### config.mk
export PLATFORM = sky130hd
export DESIGN_NAME = staged_xlate_buf
export DESIGN_NICKNAME = d
export VERILOG_FILES = /design/src/rtl/sxb_pkg.sv /design/src/rtl/sxb_slot.sv /design/src/rtl/sxb_victim.sv /design/src/rtl/sxb_pick.sv /design/src/rtl/staged_xlate_buf.sv
export SDC_FILE = /design/constraint.sdc
export NUM_CORES = 2
export LEC_CHECK = 0
export BUFFER_PORTS_ARGS = -buffer_cell sky130_fd_sc_hd__buf_2
export CORE_MARGIN = 4
export CORE_UTILIZATION = 40
export DETAILED_ROUTE_END_ITERATION = 6
export GPL_TIMING_DRIVEN = 0
export PLACE_DENSITY = 0.58
export SYNTH_ARGS = -nofsm -noshare
export SYNTH_HDL_FRONTEND = slang
export SYNTH_HIERARCHICAL = 1
export SYNTH_SLANG_ARGS = --single-unit
### constraint.sdc
create_clock -name clk -period 3.37 [get_ports clk]
set_clock_uncertainty 0.1 [all_clocks]
set_input_delay 0.337 -clock clk [delete_from_list [all_inputs] [get_ports clk]]
set_output_delay 0.337 -clock clk [all_outputs]
set_load 0.005 [all_outputs]
### src/rtl/sxb_pkg.sv
`timescale 1ns/1ps
package sxb_pkg;
    localparam int DATA_W  = 64;
    localparam int PPN_W   = 27;
    localparam int PERM_W  = 4;
    localparam int ASN_W   = 7;
    localparam int PPN_LSB = 32;
    localparam int RE_LSB  = 8;
    localparam int WE_LSB  = 12;
    localparam int FOR_BIT = 1;
    localparam int FOW_BIT = 2;
    localparam int GLB_BIT = 4;
    localparam int GH_LSB  = 5;
    localparam int GH_W    = 2;

    localparam logic [DATA_W-1:0] STAGE_MASK =
        (((64'd1 << PPN_W) - 64'd1) << PPN_LSB) |
        (64'hF << RE_LSB) | (64'hF << WE_LSB) |
        (64'd1 << FOR_BIT) | (64'd1 << FOW_BIT) | (64'd1 << GLB_BIT) |
        (64'd3 << GH_LSB);

    typedef enum logic [1:0] {
        WR_STAGE = 2'b00,
        WR_ASN   = 2'b01,
        WR_TAG   = 2'b10,
        WR_NONE  = 2'b11
    } wr_sel_e;

    typedef enum logic [1:0] {
        FL_NONE = 2'b00,
        FL_ALL  = 2'b01,
        FL_PROC = 2'b10,
        FL_ONE  = 2'b11
    } flush_e;

    typedef enum logic {
        ST_IDLE   = 1'b0,
        ST_STAGED = 1'b1
    } stage_st_e;

    typedef struct packed {
        logic [PPN_W-1:0]  ppn;
        logic [PERM_W-1:0] re;
        logic [PERM_W-1:0] we;
        logic              f_rd;
        logic              f_wr;
        logic              glb;
    } pte_t;

    function automatic pte_t unpack_pte(input logic [DATA_W-1:0] v);
        pte_t p;
        p.ppn  = v[PPN_LSB +: PPN_W];
        p.re   = v[RE_LSB +: PERM_W];
        p.we   = v[WE_LSB +: PERM_W];
        p.f_rd = v[FOR_BIT];
        p.f_wr = v[FOW_BIT];
        p.glb  = v[GLB_BIT];
        return p;
    endfunction
endpackage

### src/rtl/sxb_slot.sv
`timescale 1ns/1ps
module sxb_slot
    import sxb_pkg::*;
#(
    parameter int VPN_W = 30
) (
    input  logic             clk,
    input  logic             rst_n,
    input  logic             ld_en,
    input  logic [VPN_W-1:0] ld_vpn,
    input  pte_t             ld_pte,
    input  logic [1:0]       fl_op,
    input  logic [VPN_W-1:0] fl_vpn,
    input  logic [ASN_W-1:0] cur_asn,
    input  logic [VPN_W-1:0] lk_vpn,
    output logic             valid_o,
    output logic             lk_hit_o,
    output logic             dup_o,
    output pte_t             pte_o
);
    logic             vld_q;
    logic [VPN_W-1:0] vpn_q;
    logic [ASN_W-1:0] asn_q;
    pte_t             pte_q;
    logic             kill;

    always_comb begin
        unique case (flush_e'(fl_op))
            FL_ALL:  kill = 1'b1;
            FL_PROC: kill = !pte_q.glb;
            FL_ONE:  kill = (vpn_q == fl_vpn) && (asn_q == cur_asn);
            default: kill = 1'b0;
        endcase
    end

    always_ff @(posedge clk) begin
        if (!rst_n) begin
            vld_q <= 1'b0;
            vpn_q <= '0;
            asn_q <= '0;
            pte_q <= '0;
        end else if (flush_e'(fl_op) != FL_NONE) begin
            if (kill) vld_q <= 1'b0;
        end else if (ld_en) begin
            vld_q <= 1'b1;
            vpn_q <= ld_vpn;
            asn_q <= cur_asn;
            pte_q <= ld_pte;
        end
    end

    assign valid_o  = vld_q;
    assign pte_o    = pte_q;
    assign lk_hit_o = vld_q && (vpn_q == lk_vpn) && ((asn_q == cur_asn) || pte_q.glb);
    assign dup_o    = vld_q && (vpn_q == ld_vpn) && (asn_q == cur_asn);


    flush_wins_chk: assert property (@(posedge clk) disable iff (!rst_n)
        (fl_op != 2'b00) |=> !(vld_q && !$past(vld_q)));
endmodule

### src/rtl/sxb_victim.sv
`timescale 1ns/1ps
module sxb_victim #(
    parameter int N = 8
) (
    input  logic         clk,
    input  logic         rst_n,
    input  logic         alloc,
    input  logic [N-1:0] dup_vec,
    output logic [N-1:0] sel
);
    localparam int PW = (N > 1) ? $clog2(N) : 1;
    localparam logic [PW-1:0] LAST = PW'(N - 1);

    logic [PW-1:0] ptr_q;
    logic [N-1:0]  first_dup;
    logic          any_dup;

    assign any_dup = |dup_vec;

    always_comb begin
        first_dup = '0;
        for (int i = N - 1; i >= 0; i--) begin
            if (dup_vec[i]) begin
                first_dup    = '0;
                first_dup[i] = 1'b1;
            end
        end
    end

    always_comb begin
        if (any_dup) begin
            sel = first_dup;
        end else begin
            sel        = '0;
            sel[ptr_q] = 1'b1;
        end
    end

    always_ff @(posedge clk) begin
        if (!rst_n) begin
            ptr_q <= '0;
        end else if (alloc && !any_dup) begin
            ptr_q <= (ptr_q == LAST) ? '0 : ptr_q + 1'b1;
        end
    end


    ptr_step_chk: assert property (@(posedge clk) disable iff (!rst_n)
        (ptr_q == $past(ptr_q)) ||
        (ptr_q == (($past(ptr_q) == LAST) ? '0 : $past(ptr_q) + 1'b1)));


    sel_single_chk: assert property (@(posedge clk) disable iff (!rst_n)
        alloc |-> ($countones(sel) == 1));
endmodule

### src/rtl/sxb_pick.sv
`timescale 1ns/1ps
module sxb_pick
    import sxb_pkg::*;
#(
    parameter int N = 8
) (
    input  logic [N-1:0] hit_vec,
    input  pte_t         pte_arr [N],
    output logic         hit,
    output pte_t         pte
);
    always_comb begin
        hit = 1'b0;
        pte = '0;
        for (int i = N - 1; i >= 0; i--) begin
            if (hit_vec[i]) begin
                hit = 1'b1;
                pte = pte_arr[i];
            end
        end
    end
endmodule

### src/rtl/staged_xlate_buf.sv
`timescale 1ns/1ps
module staged_xlate_buf
    import sxb_pkg::*;
#(
    parameter int ENTRIES = 8,
    parameter int VPN_W   = 30
) (
    input  logic             clk,
    input  logic             rst_n,
    input  logic             wr_en,
    input  logic [1:0]       wr_sel,
    input  logic [63:0]      wr_data,
    input  logic [1:0]       flush_op,
    input  logic [VPN_W-1:0] flush_vpn,
    input  logic [VPN_W-1:0] lk_vpn,
    output logic             lk_hit,
    output logic [26:0]      lk_ppn,
    output logic [3:0]       lk_rd_en,
    output logic [3:0]       lk_wr_en,
    output logic             lk_fault_rd,
    output logic             lk_fault_wr,
    output logic [63:0]      stage_rd,
    output logic             ins_err
);
    stage_st_e        st_q, st_d;
    logic [63:0]      stage_q;
    logic [ASN_W-1:0] asn_q;
    logic             ins_err_q;

    logic             stage_wr, asn_wr, tag_wr, fl_act;
    logic             gh_bad, commit_ok, reject;
    pte_t             stage_pte;

    logic [ENTRIES-1:0] vld_vec, hit_vec, dup_vec, glb_vec, sel_vec;
    pte_t               pte_arr [ENTRIES];
    pte_t               lk_pte;

    assign stage_wr  = wr_en && (wr_sel_e'(wr_sel) == WR_STAGE);
    assign asn_wr    = wr_en && (wr_sel_e'(wr_sel) == WR_ASN);
    assign tag_wr    = wr_en && (wr_sel_e'(wr_sel) == WR_TAG);
    assign fl_act    = (flush_e'(flush_op) != FL_NONE);
    assign gh_bad    = (stage_q[GH_LSB +: GH_W] != '0);
    assign stage_pte = unpack_pte(stage_q);
    assign commit_ok = tag_wr && !fl_act && (st_q == ST_STAGED) && !gh_bad;
    assign reject    = tag_wr && !fl_act && !((st_q == ST_STAGED) && !gh_bad);

    // state register
    always_ff @(posedge clk) begin
        if (!rst_n) st_q <= ST_IDLE;
        else        st_q <= st_d;
    end

    always_comb begin
        st_d = st_q;
        unique case (st_q)
            ST_IDLE:   if (stage_wr) st_d = ST_STAGED;
            ST_STAGED: st_d = ST_STAGED;
            default:   st_d = ST_IDLE;
        endcase
    end

    // outputs and control registers
    always_ff @(posedge clk) begin
        if (!rst_n) begin
            stage_q   <= '0;
            asn_q     <= '0;
            ins_err_q <= 1'b0;
        end else begin
            if (stage_wr) stage_q <= wr_data & STAGE_MASK;
            if (asn_wr)   asn_q   <= wr_data[ASN_W-1:0];
            ins_err_q <= reject;
        end
    end

    generate
        for (genvar g = 0; g < ENTRIES; g++) begin : g_slot
            sxb_slot #(.VPN_W(VPN_W)) u_slot (
                .clk      (clk),
                .rst_n    (rst_n),
                .ld_en    (commit_ok && sel_vec[g]),
                .ld_vpn   (wr_data[VPN_W-1:0]),
                .ld_pte   (stage_pte),
                .fl_op    (flush_op),
                .fl_vpn   (flush_vpn),
                .cur_asn  (asn_q),
                .lk_vpn   (lk_vpn),
                .valid_o  (vld_vec[g]),
                .lk_hit_o (hit_vec[g]),
                .dup_o    (dup_vec[g]),
                .pte_o    (pte_arr[g])
            );
            assign glb_vec[g] = pte_arr[g].glb;
        end
    endgenerate

    sxb_victim #(.N(ENTRIES)) u_victim (
        .clk     (clk),
        .rst_n   (rst_n),
        .alloc   (commit_ok),
        .dup_vec (dup_vec),
        .sel     (sel_vec)
    );

    sxb_pick #(.N(ENTRIES)) u_pick (
        .hit_vec (hit_vec),
        .pte_arr (pte_arr),
        .hit     (lk_hit),
        .pte     (lk_pte)
    );

    assign lk_ppn      = lk_pte.ppn;
    assign lk_rd_en    = lk_pte.re;
    assign lk_wr_en    = lk_pte.we;
    assign lk_fault_rd = lk_pte.f_rd;
    assign lk_fault_wr = lk_pte.f_wr;
    assign stage_rd    = stage_q;
    assign ins_err     = ins_err_q;


    flush_all_chk: assert property (@(posedge clk) disable iff (!rst_n)
        (flush_op == 2'b01) |=> (vld_vec == '0));


    flush_proc_chk: assert property (@(posedge clk) disable iff (!rst_n)
        (flush_op == 2'b10) |=> (((vld_vec & ~glb_vec) == '0) &&
                                 (($past(vld_vec & glb_vec) & ~vld_vec) == '0)));


    gh_reject_chk: assert property (@(posedge clk) disable iff (!rst_n)
        (tag_wr && !fl_act && gh_bad) |=> (ins_err && (vld_vec == $past(vld_vec))));


    idle_reject_chk: assert property (@(posedge clk) disable iff (!rst_n)
        (tag_wr && (st_q == ST_IDLE)) |=> (vld_vec == $past(vld_vec)));


    one_insert_chk: assert property (@(posedge clk) disable iff (!rst_n)
        $countones(vld_vec) <= $past($countones(vld_vec)) + 1);
endmodule

# Word level (Yosys, flattened, before mapping)
# Index checks and enable logic that the tools add are counted.
# word_totals
input_bits,131
regBits,660
output_inout_bits,103
# op_classes
n_eq_ne,46
n_addsub,1
reduce_logical,106
bitwise_logic,2
n_lt_le_gt_ge,2
muxes,62
# op_table
op,count
$eq A30 B30 Y1,24
$mux W38,8
$mux W8,9
$logic_and A1 B1 Y1,58
$eq A7 B7 Y1,8
$mux W1,34
$reduce_and A2 Y1,16
$pmux W1 S3,8
$reduce_bool A2 Y1,10
$ne A2 B1 Y1 const B,8
$logic_not A1 Y1,12
$logic_or A1 B1 Y1,8
$reduce_or A8 Y1,1
$eq A2 B2 Y1 const B,3
$eq A2 B1 Y1 const B,2
$lt A3 B4 Y1 const B,1
$add A3 B1 Y3 const B,1
$demux W1 S3,1
$eq A3 B3 Y1 const B,1
$ge A3 B1 Y1 const B,1
$mux W3,1
$logic_not A2 Y1,1
$not A1 Y1,2
$pmux W1 S2,1

# Longest topological paths before layout
# depth
ltp_word,15
depth_mapped,15

# Cells and area by module
# The synthesis kept the hierarchy.
# modules_own_cells
mod,area_each_um2,cells_each,instances
sxb_slot,3882.5,466,8
staged_xlate_buf,2264.7,253,1
sxb_pick,2213.4,330,1
sxb_victim,321.6,45,1

# Least setup slack after synthesis
# Ideal clock, no wire load.
# synth_timing
path_kind,flip-flop to flip-flop
from,register asn_q[1] (netlist name)
to,register g_slot[0].u_slot.asn_q[0]
setup_slack_ps,305
arrival_ps,2895
required_ps,3200
period_less_slack_ps,3065
stages_incl_launch_ff,16
path_cell_list,dfxtp_1 -> xnor2_1 -> nand4_1 -> nor4_1 -> and3_1 -> nor4_4 -> nand4b_1 -> o31ai_1 -> inv_1 -> nor4_2 -> nor2b_1 -> and2b_1 -> buf_4 -> buf_4 -> nand2_1 -> a21boi_1
# synth_lines
element,line,text
"end signal, assigned",sxb_slot.sv:47,asn_q <= cur_asn;
"end, declared",sxb_slot.sv:23,logic [ASN_W-1:0] asn_q;

==> flow_summary.json <==
{
  "die_h_um": 307.2,
  "die-area_mm2": 0.09437,
  "fin_nets": 4961,
  "rr_worst_depth": 20,
  "hold_start": "wr_data[22]",
  "leakage_nw": 15.73,
  "fin_crit_sh": 1.225,
  "io_buffers": 202,
  "die-width_um": 307.2,
  "drt-total-wl_um": 163500,
  "path_max_fanout": 9,
  "worstPathRequired_ns": 2.93,
  "avgSynthCellArea_um2": 8.234,
  "finalInstanceArea_mm2": 0.04564,
  "vias_per_cell": 5.563,
  "crit_slowest_cell": "nor4_4",
  "grt_use_total": 0.3284,
  "maxCapViolations": 0,
  "pwr-share-seq": 0.441,
  "grt_first_pass_wirelength_um": 224900,
  "dr.max_layer_used": "met5",
  "hp-class": "in -> reg",
  "fmax_mhz": 242.3,
  "min_to": "g_slot[1].u_slot/vpn_q[22]$_SDFFE_PN0P_",
  "grt_pass1_vias": 31430,
  "violations": "negative setup slack",
  "rr_endpoint": "g_slot[0].u_slot/pte_o[34]$_SDFFE_PN0P_",
  "cts_buffers": 76,
  "start_util": 0.4040,
  "post-place-cells": 5739,
  "power.density_mw_per_mm2": 392.4,
  "drive_gt1_frac": 0.1897,
  "r2r_start": "asn_q[6]$_SDFFE_PN0P_",
  "end_kind": "primary output",
  "cts_buffer_depth": 3,
  "vdd_drop_max_v": 0.0004112,
  "met1_length_um": 64570,
  "hold_depth": 3,
  "clk-insertion-delay-late_ns": 0.64,
  "cts_max_level": 3,
  "switchingPower_mw": 4.573,
  "pre_cts_slack_ns": -2.420,
  "clkPwrFrac": 0.470,
  "critPathMaxStageDelay_ns": 0.45,
  "syn_inst": 4349,
  "yosys_warnings": 6,
  "slew_violations": 0,
  "drc_errors": 0,
  "dr_wl_met3_um": 12140,
  "overflow": 0,
  "path_common_cell": "buf_12",
  "clkTransAtPathRegs_ns": 0.06,
  "finalHoldWorstSlack_ns": 0.08999,
  "switching_share": 0.2554,
  "worst_pin_slew_ns": 1.482,
  "hold_viol": 0,
  "clock-sinks": 660,
  "crit_chain": "buf_4, xnor2_2, nand4_1, nor4_4, nor2_2, nor2_4, buf_12, nor2b_4, buf_12, buf_12, a221o_1, a31oi_1, o21ai_1, buf_2",
  "dr.pass1.iters": 5,
  "grt_max_degree": 40,
  "rsz0062_at_grt": "true",
  "cts-root-buf": "clkbuf_16",
  "relSlewSlack": 0.01186,
  "min_period_ns": 4.127,
  "final_antenna_net_count": 0,
  "critical_path_class": "reg -> out",
  "p_comb_frac": 0.089,
  "setup_ws_ns": -0.7569,
  "syn-cell-area_mm2": 0.03581,
  "final_cells": 6050,
  "power_mw": 17.91,
  "drtIter0Drc": 2959,
  "syn_to_final_growth_pct": 27.44,
  "io_pins": 234,
  "setup_viol": 641,
  "start_kind": "register",
  "post_dp_cell_area_mm2": 0.03837,
  "p_int_mw": 13.33,
  "core_area_mm2": 0.08865,
  "hpwl_um": 115100,
  "cts_tree": "yes",
  "globalplace.congestion": 0.9967,
  "antenna_found_initial": 8,
  "status": "finished, violations left",
  "vias": 33660,
  "routed-wl-met2_um": 74730,
  "num_rows": 109,
  "post_drt_wl_per_cell_um": 27.03,
  "r2r_setup_slack_ns": -0.65,
  "critPathArrivalTime_ns": 3.69
}
final cells by class:
| type | instances | area (um2) |
|---|---|---|
| fillers | 8426 | 43010 |
| plain buffers | 282 | 2404 |
| diodes | 4 | 10.01 |
| repair buffers | 381 | 3436 |
| inverters | 22 | 82.58 |
| well taps | 1165 | 1458 |
| multi-input cells | 3405 | 22520 |
| flip-flops and latches | 660 | 13250 |
| clock inverters | 20 | 244.0 |
| clock buffers | 111 | 2235 |
metal layers:
| metal | global-route usage | up-vias |
|---|---|---|
| met5 | 0 | - |
| met4 | 0.1910 | 2 |
| met3 | 0.05914 | 441 |
| met2 | 0.5412 | 1476 |
| met1 | 0.4040 | 16190 |
| li1 | - | 15550 |
what timing repair did:
action | CTS | global route
setup buffers | 81 | 43
hold endpoints to repair | 27 | 0
resized for setup | 372 | 365
hold buffers | 27 | 0
cloned | 20 | 22
pin swaps | 44 | 113
setup endpoints to repair | 649 | 644
how the worst max path moves through the flow:
| stage | startpoint | endpoint | slack, ns | cells past startpoint |
|---|---|---|---|---|
| 2_1_floorplan | asn_q[1]$_SDFFE_PN0P_ | g_slot[0].u_slot/asn_q[0]$_SDFFE_PN0P_ | 0.30 | 15 |
| 3_3_place_gp | asn_q[6]$_SDFFE_PN0P_ | lk_ppn[19] | -2.49 | 11 |
| 3_5_place_dp | asn_q[6]$_SDFFE_PN0P_ | lk_rd_en[3] | -2.42 | 11 |
| 4_1_cts | asn_q[6]$_SDFFE_PN0P_ | lk_ppn[9] | -0.74 | 13 |
| 5_1_grt | asn_q[6]$_SDFFE_PN0P_ | g_slot[1].u_slot/vpn_q[27]$_SDFFE_PN0P_ | -0.78 | 19 |
| 6_report | asn_q[6]$_SDFFE_PN0P_ | lk_ppn[4] | -0.76 | 14 |
stage by stage:
step / setup TNS, ns / utilization
floorplan: 0 / -
CTS: -257.30 / 0.4946
global placement: -1060.44 / 0.4328
detailed placement: -1041.37 / 0.4329
global route: -327.62 / 0.5147
finish: -260.43 / 0.5148
sequential cells by signal, summed over array words and instances (netlist names):
register and cells:
g_slot.u_slot/asn_q 56, asn_q 7, ins_err 1, g_slot.u_slot/valid_o 8, g_slot.u_slot/pte_o 304, st_q 1, g_slot.u_slot/vpn_q 240, u_victim/ptr_q 3
stage_rd 40
cells in the final DEF, fill, tap and decap left out, types with 24 or more instances in the layout:
cell type	n
a221o_1	71
dlygate4sd3_1	27
buf_2	239
xor2_1	122
o21ai_0	42
dfxtp_1	646
xnor2_1	641
nand2_4	36
a21boi_1	402
buf_8	44
nand4_1	168
clkbuf_8	25
a21boi_2	36
a22oi_1	35
nand2b_1	39
mux2i_1	50
conb_1	24
buf_4	117
clkbuf_16	100
nand2_1	1240
nand2_2	28
clkbuf_1	99
buf_12	48
a31oi_2	26
nor4_1	61
buf_6	41
a21boi_0	162
power by group through the flow:
stage	clock, mW	combinational [mW]	sequential (mW)
3_3_place_gp	0	1.39	8.08
4_1_cts	8.54	1.53	7.90
5_1_grt	8.82	1.65	7.90
2_1_floorplan	0	0.701	8.04
6_report	8.42	1.59	7.90
3_5_place_dp	0	1.40	8.08
worst max-delay path: cells and delay by family, from the launching register on:
family,cells,cell delay [ns]
AND/OR/NAND/NOR,5,1.12
buffers and inverters,5,0.73
AO/OA/AOI/OAI,3,0.67
flip-flops,1,0.43
XOR/XNOR,1,0.10
No activity file was read; power rests on OpenSTA's default activity.
